--- src/rtl/frac_clken_pkg.sv ---
package frac_clken_pkg;
  localparam int DataW    = 32;
  localparam int LaneCnt  = DataW / 8;
  localparam int AddrW    = 2;
  localparam int FieldW   = 5;
  localparam int FieldLsb = 8;
  localparam int KickBit  = 31;
  localparam int FrameLen = 1 << FieldW;
  localparam int MultW    = FieldW + 1;

  typedef struct packed {
    logic              loadRatio;
    logic [FieldW-1:0] newField;
  } ratio_stb_t;
endpackage

--- src/rtl/frac_clken_bytemerge.sv ---
module frac_clken_bytemerge #(
  parameter int LANES = 4
) (
  input  logic [LANES*8-1:0] oldWord,
  input  logic [LANES*8-1:0] newWord,
  input  logic [LANES-1:0]   laneEn,
  output logic [LANES*8-1:0] mergedWord
);
  for (genvar g = 0; g < LANES; g++) begin : gLane
    assign mergedWord[g*8 +: 8] = laneEn[g] ? newWord[g*8 +: 8] : oldWord[g*8 +: 8];
  end
endmodule

--- src/rtl/frac_clken_ctrl.sv ---
module frac_clken_ctrl
  import frac_clken_pkg::*;
#(
  parameter logic [AddrW-1:0] RATIO_ADDR = 2'd0,
  parameter logic [AddrW-1:0] KICK_ADDR  = 2'd1
) (
  input  logic               clk,
  input  logic               rstN,
  input  logic               regWrEn,
  input  logic [AddrW-1:0]   regAddr,
  input  logic [DataW-1:0]   regWrData,
  input  logic [LaneCnt-1:0] regByteEn,
  input  logic               frameEnd,
  output logic [DataW-1:0]   regRdData,
  output logic               kickBusy,
  output ratio_stb_t         ratioStb
);
  logic [DataW-1:0] ratioReg;
  logic [DataW-1:0] kickReg;
  logic [DataW-1:0] ratioMerged;
  logic [DataW-1:0] kickMerged;
  logic             applyDone;
  logic             wrRatio;
  logic             wrKick;

  frac_clken_bytemerge #(.LANES(LaneCnt)) i_mergeRatio (
    .oldWord(ratioReg), .newWord(regWrData), .laneEn(regByteEn), .mergedWord(ratioMerged)
  );
  frac_clken_bytemerge #(.LANES(LaneCnt)) i_mergeKick (
    .oldWord(kickReg), .newWord(regWrData), .laneEn(regByteEn), .mergedWord(kickMerged)
  );

  assign kickBusy = kickReg[KickBit];
  assign wrRatio  = regWrEn && (regAddr == RATIO_ADDR) && !kickBusy;
  assign wrKick   = regWrEn && (regAddr == KICK_ADDR) && !kickBusy;

  always_comb begin
    ratioStb.loadRatio = kickBusy && frameEnd && !applyDone;
    ratioStb.newField  = ratioReg[FieldLsb +: FieldW];
  end

  always_ff @(posedge clk or negedge rstN) begin
    if (!rstN) begin
      ratioReg  <= '0;
      kickReg   <= '0;
      applyDone <= 1'b0;
    end else begin
      if (wrRatio) ratioReg <= ratioMerged;
      if (applyDone) begin
        kickReg[KickBit] <= 1'b0;
        applyDone        <= 1'b0;
      end else begin
        if (wrKick) kickReg <= kickMerged;
        if (ratioStb.loadRatio) applyDone <= 1'b1;
      end
    end
  end

  always_comb begin
    if (regAddr == RATIO_ADDR)     regRdData = ratioReg;
    else if (regAddr == KICK_ADDR) regRdData = kickReg;
    else                           regRdData = '0;
  end
endmodule

--- src/rtl/frac_clken_dp.sv ---
module frac_clken_dp
  import frac_clken_pkg::*;
(
  input  logic             clk,
  input  logic             rstN,
  input  ratio_stb_t       ratioStb,
  output logic             frameEnd,
  output logic [MultW-1:0] multNow,
  output logic             clkEnOut
);
  logic [FieldW-1:0] activeField;
  logic [FieldW-1:0] frameCnt;
  logic [FieldW-1:0] phaseAcc;
  logic [MultW-1:0]  phaseSum;

  assign multNow  = MultW'(FrameLen) - {1'b0, activeField};
  assign frameEnd = &frameCnt;
  assign phaseSum = {1'b0, phaseAcc} + multNow;
  assign clkEnOut = phaseSum[FieldW];

  always_ff @(posedge clk or negedge rstN) begin
    if (!rstN) begin
      activeField <= '0;
      frameCnt    <= '0;
      phaseAcc    <= '0;
    end else begin
      frameCnt <= frameCnt + 1'b1;
      phaseAcc <= phaseSum[FieldW-1:0];
      if (ratioStb.loadRatio) activeField <= ratioStb.newField;
    end
  end
endmodule

--- src/rtl/frac_clken_top.sv ---
module frac_clken_top
  import frac_clken_pkg::*;
(
  input  logic               clk,
  input  logic               rstN,
  input  logic               regWrEn,
  input  logic [AddrW-1:0]   regAddr,
  input  logic [DataW-1:0]   regWrData,
  input  logic [LaneCnt-1:0] regByteEn,
  output logic [DataW-1:0]   regRdData,
  output logic               clkEnOut
);
  ratio_stb_t       ratioStb;
  logic             kickBusy;
  logic             frameEnd;
  logic [MultW-1:0] multNow;

  frac_clken_ctrl i_ctrl (
    .clk(clk), .rstN(rstN), .regWrEn(regWrEn), .regAddr(regAddr),
    .regWrData(regWrData), .regByteEn(regByteEn), .frameEnd(frameEnd),
    .regRdData(regRdData), .kickBusy(kickBusy), .ratioStb(ratioStb)
  );

  frac_clken_dp i_dp (
    .clk(clk), .rstN(rstN), .ratioStb(ratioStb), .frameEnd(frameEnd),
    .multNow(multNow), .clkEnOut(clkEnOut)
  );
endmodule

--- config.mk ---
export PLATFORM = sky130hd
export DESIGN_NAME = frac_clken_top
export DESIGN_NICKNAME = d
export VERILOG_FILES = /design/src/rtl/frac_clken_pkg.sv /design/src/rtl/frac_clken_bytemerge.sv /design/src/rtl/frac_clken_ctrl.sv /design/src/rtl/frac_clken_dp.sv /design/src/rtl/frac_clken_top.sv
export SDC_FILE = /design/constraint.sdc
export NUM_CORES = 1
export LEC_CHECK = 0
export ABC_AREA = 1
export BUFFER_PORTS_ARGS = -buffer_cell sky130_fd_sc_hd__buf_2
export CORE_MARGIN = 2
export CORE_UTILIZATION = 57
export CTS_CLUSTER_DIAMETER = 60
export DETAILED_ROUTE_END_ITERATION = 16
export HOLD_SLACK_MARGIN = 0.1
export PLACE_DENSITY = 0.87
export RECOVER_POWER = 100
export SKIP_CTS_REPAIR_TIMING = 1
export SLEW_MARGIN = 20
export SYNTH_ARGS = -nofsm -noshare
export SYNTH_HDL_FRONTEND = slang
export SYNTH_HIERARCHICAL = 1
export SYNTH_SLANG_ARGS = --single-unit
--- constraint.sdc ---
create_clock -name clk -period 2.18 [get_ports clk]
set_input_delay 0.109 -clock clk [delete_from_list [all_inputs] [get_ports clk]]
set_output_delay 0.109 -clock clk [all_outputs]
set_load 0.01 [all_outputs]
; ---- Yosys cells after proc, flatten, opt, wreduce, memory -nomap -nowiden
; Cells that the tools add are included.
[word_totals]
register_bits = 80
latch_bits = 0
ramBits = 0
romBits = 0
in_bits = 41
output_inout_bits = 33
word_cells = 49
memories = 0
[classes]
n_addsub = 3
n_mul = 0
div = 0
magnitude_cmp = 0
eq_ne = 1
shift = 0
muxes = 10
bitwise = 1
reduce_logical = 21
[ops]
columns = op, count
row1 = $mux W32, 3
row2 = $mux W8, 4
row3 = $reduce_and A3 Y1, 4
row4 = $reduce_and A2 Y1, 5
row5 = $add A5 B6 Y6, 1
row6 = $logic_and A1 B1 Y1, 6
row7 = $sub A6 B5 Y6 const A, 1
row8 = $add A5 B1 Y5 const B, 1
row9 = $reduce_and A5 Y1, 1
row10 = $reduce_bool A2 Y1, 2
row11 = $mux W1, 3
row12 = $eq A2 B1 Y1 const B, 1
row13 = $logic_not A1 Y1, 2
row14 = $logic_not A2 Y1, 1
row15 = $not A1 Y1, 1

; ---- Logic depth before layout (Yosys ltp)
; Gate-level depths: netlist (run 1).
[depth]
ltp_word = 5
mapped_depth = 11
ltp_nobuf = 11

; ---- By module
; The synthesis (run 1) kept the hierarchy.
[modules_own_cells]
columns = module, n_inst, cells_each, area_each_um2, seq_area_each_um2
row1 = frac_clken_ctrl, 1, 398, 3121.7, 1626.6
row2 = frac_clken_bytemerge, 2, 104, 420.4, 0.0
row3 = frac_clken_dp, 1, 77, 784.5, 375.4

; ---- Worst setup path before layout (run 1)
; Ideal clock, no wire load.
[synth_path]
path_kind = register to output
start = reg i_dp.activeField[0]
end = out clkEnOut
arrival_ns = 1.593
required_ns = 2.071
slack_ns = 0.478
stages_incl_launch_ff = 10
path_buffers = 0
cell_sequence = dfrtp_1 inv_1 ha_1 nand3_1 xor2_1 ha_1 a21oi_1 nand2_1 nand2_1 nand2_1
[synth_via]
elab_chain_cells = 2
[synth_lines]
columns = item, line
row1 = "start, declared", frac_clken_dp.sv:11  ; logic [FieldW-1:0] activeField;
row2 = "start signal, assigned", frac_clken_dp.sv:29  ; if (ratioStb.loadRatio) activeField <= ratioStb.newField;
row3 = $sub A6 B5 Y6, frac_clken_dp.sv:16  ; assign multNow = MultW'(FrameLen) - {1'b0, activeField};
row4 = via multNow[4], frac_clken_top.sv:16  ; logic [MultW-1:0] multNow;
row5 = $add A5 B6 Y6, frac_clken_dp.sv:18  ; assign phaseSum = {1'b0, phaseAcc} + multNow;
row6 = "end, declared", frac_clken_top.sv:11  ; output logic clkEnOut
; The timed path passes the listed nets, and every way through them passes these cells.

; ---- Worst setup path in the final report (run 1)
[layout_path]
start = reg i_dp.activeField[1]
end = out clkEnOut
; The elaborated chain is that of the path after synthesis.

==> flow_summary.yaml, run 1 <==
cells_and_area:
  layout-drive-gt1-share: 0.159
  final_nets: 786
  fin_area_um2: 5230
  fillCellCount: 703
  n_antenna_cell: 0
  area_growth_pct: 10.2
worst_setup_path:
  critPathArrivalTime_ns: 2.06
  reg2reg_depth: 8
  cp_max_fo: 3
  worstSetupPathType: "register to primary output"
  crit_required_ns: 2.07
  endpoint_kind: "primary output"
  start_kind: "register"
detailed_routing:
  viasPerCell: 5.25
  dr.pass1.iters: 5
  drt_iter0_markers: 300
  wl_per_cell_um: 12.8
  drc: 0
  drtAntennaViolNets: 0
  vias: 4435
  routed_wl_mm: 10.8
pwr:
  power.leakage_nw: 3.14
  power_frac_comb: 0.252
  powerDensity_nw_per_um2: 755
  vdd_drop_max_mv: 0.438
  p_sw_frac: 0.338
  p_int_mw: 2.61
  p_switching_mw: 1.33
  pwr-share-seq: 0.504
  power.share.clock: 0.244
timing:
  fin_crit_sh: 0.997
  hold_viol: 0
  maxSlewHeadroom: 0.437
  fmax_ghz: 0.460
  drv_slew: 0
  final.setup.worst_slack_ns: 0.00601
  rsz0062_at_grt: "true"
  tightestPinTransition_ns: 0.845
  setup_viol: 0
  final.setup_skew_ns: 0.00554
  layout_min_cycle_time_ns: 2.17
global_route:
  grt_pass1_wl_mm: 17.7
  grt_max_degree: 48
  antenna_found_initial: 0
  grtUsageTotal: 0.249
  grt_pass1_vias: 3987
  overflow: 0
floorplanning:
  die_h_um: 95.2
  core_area_um2: 8130
  fp.dieW_um: 95.2
  start_util: 0.583
  die_area_um2: 9060
  ios: 74
  fp-row-count: 33
run_status:
  status: "finished, final reports clean"
logic_synthesis:
  synth_fp_nets: 732
  netlist_area_um2: 4740
  ys_warn_count: 6
  syn_inst: 682
  avgSynthCellArea_um2: 6.95
clock_tree:
  clkTransAtPathRegs_ns: 0.08
  clock_latency_ns: 0.34
  htree_levels: 3
  clk_path_buf_depth: 2
  clk_root_buffer_cell: "clkbuf_8"
  cts.sinks: 80
  numCtsBuffers: 9
  cts_tree: "built"
hold_path:
  hold_class: "input pin to register"
  whs_path_depth: 5
placement:
  pre_cts_ws_ns: 0.223
  dpl_cell_area_um2: 5010
  dpl.hpwl_mm: 7.22
  gp_congestion: 0.780
  port_buffers: 73
job:
  maxCapViolCount: 0
-- through the flow --
step	util	power (mW)	TNS, ns	instances	hold WS, ns
2_1_floorplan	-	2.69	0	682	-0.187
3_3_place_gp	0.616	2.92	0	825	0.0898
3_5_place_dp	0.616	2.98	0	825	0.0897
4_1_cts	0.636	3.94	-0.151	840	-0.282
5_1_grt	0.642	4.22	-0.106	845	0.117
6_report	0.642	3.94	0	845	0.110
-- metal layers --
layer	up-vias	GRT usage	wire length (um)
met4	0	0.0821	114
li1	2218	-	-
met2	160	0.424	5140
met5	-	0	0
met1	2047	0.330	4840
met3	10	0.0324	691
-- worst max-delay path, cell delays in order (launching register included) --
cell     delay (ns)
dfrtp_1        0.40
inv_2          0.09
ha_4           0.15
nand3_2        0.06
xor2_1         0.15
ha_1           0.35
nand2_1        0.09
inv_2          0.05
nand3_2        0.09
nand2_1        0.08
nand2_1        0.05
nand2_1        0.05
buf_2          0.12
-- worst paths after layout --
path                                                 start                         endpoint  slack (ns)
max                        i_dp/activeField[1]$_DFFE_PN0P_                         clkEnOut       0.006
min                                           regWrData[6]   i_ctrl/ratioReg[6]$_DFFE_PN0P_        0.11
max reg2reg                     i_dp/frameCnt[0]$_DFF_PN0_  i_dp/activeField[4]$_DFFE_PN0P_        0.30
min reg2reg                     i_dp/frameCnt[4]$_DFF_PN0_       i_dp/frameCnt[4]$_DFF_PN0_        0.47
max in group asynchronous                             rstN    i_ctrl/kickReg[0]$_DFFE_PN0P_        0.56
min in group asynchronous                             rstN       i_dp/phaseAcc[4]$_DFF_PN0_        0.40
-- layout make-up --
class | count | area (um^2) | area share
clock buffers | 15 | 166 | 0.0318
inverters | 23 | 87.6 | 0.0168
multi-input cells | 536 | 2380 | 0.455
flip-flops and latches | 80 | 2000 | 0.383
well taps | 105 | 131 | 0.0251
repair buffers | 86 | 458 | 0.0876
-- state kept, by name (all words and copies together) (netlist names) --
name	count
i_ctrl/kickReg	32
i_ctrl/ratioReg	32
i_dp/activeField	5
i_dp/frameCnt	5
i_dp/phaseAcc	5
i_ctrl/applyDone	1
-- cell usage in the layout (no fill, tap or decap), types with 2 or more instances in the layout --
master	count
a21oi_1	2
buf_2	67
buf_4	8
clkbuf_1	10
clkbuf_4	2
clkbuf_8	11
dfrtp_1	80
dlygate4sd3_1	2
ha_1	6
ha_4	2
inv_1	9
inv_2	13
nand2_1	430
nand3_1	34
nand3_2	5
nand4_1	32
nor2_1	4
nor2_2	2
nor2_4	2
o21ai_0	4
xnor2_1	2
xor2_1	6
-- power groups by stage --
| stage | Clock, mW | Combinational [mW] | Sequential (mW) |
|---|---|---|---|
| 2_1_floorplan | 0 | 0.739 | 1.95 |
| 3_3_place_gp | 0 | 0.928 | 1.99 |
| 3_5_place_dp | 0 | 0.976 | 2.00 |
| 4_1_cts | 0.985 | 0.978 | 1.98 |
| 5_1_grt | 1.06 | 1.14 | 2.03 |
| 6_report | 0.962 | 0.993 | 1.99 |
(Power assumes the default switching activity.)
==> run 2, diff against run 1 <==
Settings changed: CORE_UTILIZATION 57 to 37, PLACE_DENSITY 0.87 to 0.63.
==> flow_summary.yaml, run 2 (synthesis results as in run 1) <==
detailed_routing:
  drc: 0
  viasPerCell: 4.72
  wl_per_cell_um: 12.7
  vias: 4329
  dr.pass1.iters: 5
  routed_wl_mm: 11.7
  drtAntennaViolNets: 0
  drt_iter0_markers: 273
timing:
  drv_slew: 0
  layout_min_cycle_time_ns: 2.12
  hold_viol: 0
  setup_viol: 0
  final.setup_skew_ns: 0.00641
  fmax_ghz: 0.471
  rsz0062_at_grt: "true"
  fin_crit_sh: 0.974
  hold-worst-slack_ns: 0.107
  maxSlewHeadroom: 0.159
  final.setup.worst_slack_ns: 0.0572
  tightestPinTransition_ns: 1.26
worst_setup_path:
  rr_startpoint: "i_dp/frameCnt[0]$_DFF_PN0_"
  reg2reg_depth: 7
  start_kind: "register"
  critPathArrivalTime_ns: 2.01
  reg2reg_slack_ns: 0.31
  cp_max_fo: 3
  crit_required_ns: 2.07
  r2r-end: "i_dp/activeField[4]$_DFFE_PN0P_"
  endpoint_kind: "primary output"
  worstSetupPathType: "register to primary output"
cells_and_area:
  fillCellCount: 1346
  layout-drive-gt1-share: 0.180
  n_antenna_cell: 0
  mostFrequentLayoutCells: "430 x nand2_1, 79 x dfrtp_1, 72 x buf_2, 34 x nand3_1, 32 x nand4_1"
  area_growth_pct: 15.2
  utilization: 0.435
  final_nets: 791
  fin_area_um2: 5460
  reg_top3: "i_ctrl/kickReg: 32 flops, i_ctrl/ratioReg: 32 flops"
  ff_latch_area_um2: 2000
  multiInputGateArea_um2: 2380
  final_common_cell: "nand2_1"
  final_cells: 918
floorplanning:
  die_area_um2: 13700
  core_area_um2: 12600
  die_h_um: 117
  ios: 74
  fp-row-count: 41
  start_util: 0.377
  fp.dieW_um: 117
clock_tree:
  numCtsBuffers: 9
  htree_levels: 3
  clk_path_buf_depth: 2
  cts_tree: "built"
  cts.sinks: 80
  clkTransAtPathRegs_ns: 0.06
  clock_latency_ns: 0.34
  clk_root_buffer_cell: "clkbuf_16"
placement:
  pre_cts_ws_ns: 0.295
  dp_cells: 894
  dpl.hpwl_mm: 7.76
  port_buffers: 73
  gp_congestion: 0.783
  dpl_cell_area_um2: 5110
hold_path:
  hold_class: "input pin to register"
  whs_path_depth: 5
  holdPathEnd: "i_ctrl/ratioReg[23]$_DFFE_PN0P_"
  min_from: "regWrData[23]"
global_route:
  overflow: 0
  grt_pass1_wl_mm: 19.6
  grt_max_degree: 44
  grt_pass1_vias: 4029
  antenna_found_initial: 0
  grtUsageTotal: 0.184
job:
  maxCapViolCount: 0
pwr:
  vdd_drop_max_mv: 0.475
  powerDensity_nw_per_um2: 808
  power.leakage_nw: 3.24
run_status:
  status: "finished, final reports clean"
[run 2: worst max path at each step]
stage,start,end,slack [ns]
after floorplan,i_dp/activeField[0]$_DFFE_PN0P_,clkEnOut,0.50
after global placement,i_dp/activeField[0]$_DFFE_PN0P_,clkEnOut,0.31
after detailed placement,i_dp/activeField[0]$_DFFE_PN0P_,clkEnOut,0.30
after CTS,i_dp/activeField[0]$_DFFE_PN0P_,clkEnOut,-0.08
after global routing,i_dp/activeField[0]$_DFFE_PN0P_,clkEnOut,-0.11
final,i_dp/activeField[1]$_DFFE_PN0P_,clkEnOut,0.06
[run 2: cell type report]
class | count | area share
multi-input combinational | 536 | 0.437
sequential | 80 | 0.367
timing repair buffer | 91 | 0.0910
clock buffer | 10 | 0.0438
tap | 172 | 0.0394
inverter | 23 | 0.0160
clock inverter | 6 | 0.00641
[run 2: metal layers]
metal  track usage  vias to the layer above  wire length (um)
met2         0.292                       86              5340
met3        0.0530                       11               579
met1         0.248                     1998              5660
met5             0                        -                 0
li1              -                     2234                 -
met4        0.0463                        0               120
[run 2: worst max-delay path: stages, from the launching register on]
cell     delay (ns)
dfrtp_1        0.38
inv_2          0.07
ha_4           0.16
buf_4          0.13
xnor2_2        0.12
ha_1           0.32
inv_1          0.08
nand2_2        0.06
nand3_2        0.08
nand2_1        0.05
nand2_1        0.05
nand2_1        0.05
buf_2          0.13
[run 2: metrics by stage]
step                      TNS, ns  power (mW)
final                           0        4.41
after global routing       -0.113        4.74
after CTS                 -0.0827        4.42
after detailed placement        0        2.99
after global placement          0        2.98
after floorplan                 0        2.69
[run 2: where the power goes]
group	switching, mW	internal [mW]	leakage (nW)	total, mW
Sequential	0.231	1.77	1.04	2.00
Combinational	0.621	0.400	2.07	1.02
Clock	0.602	0.793	0.134	1.40
Total	1.45	2.96	3.24	4.41
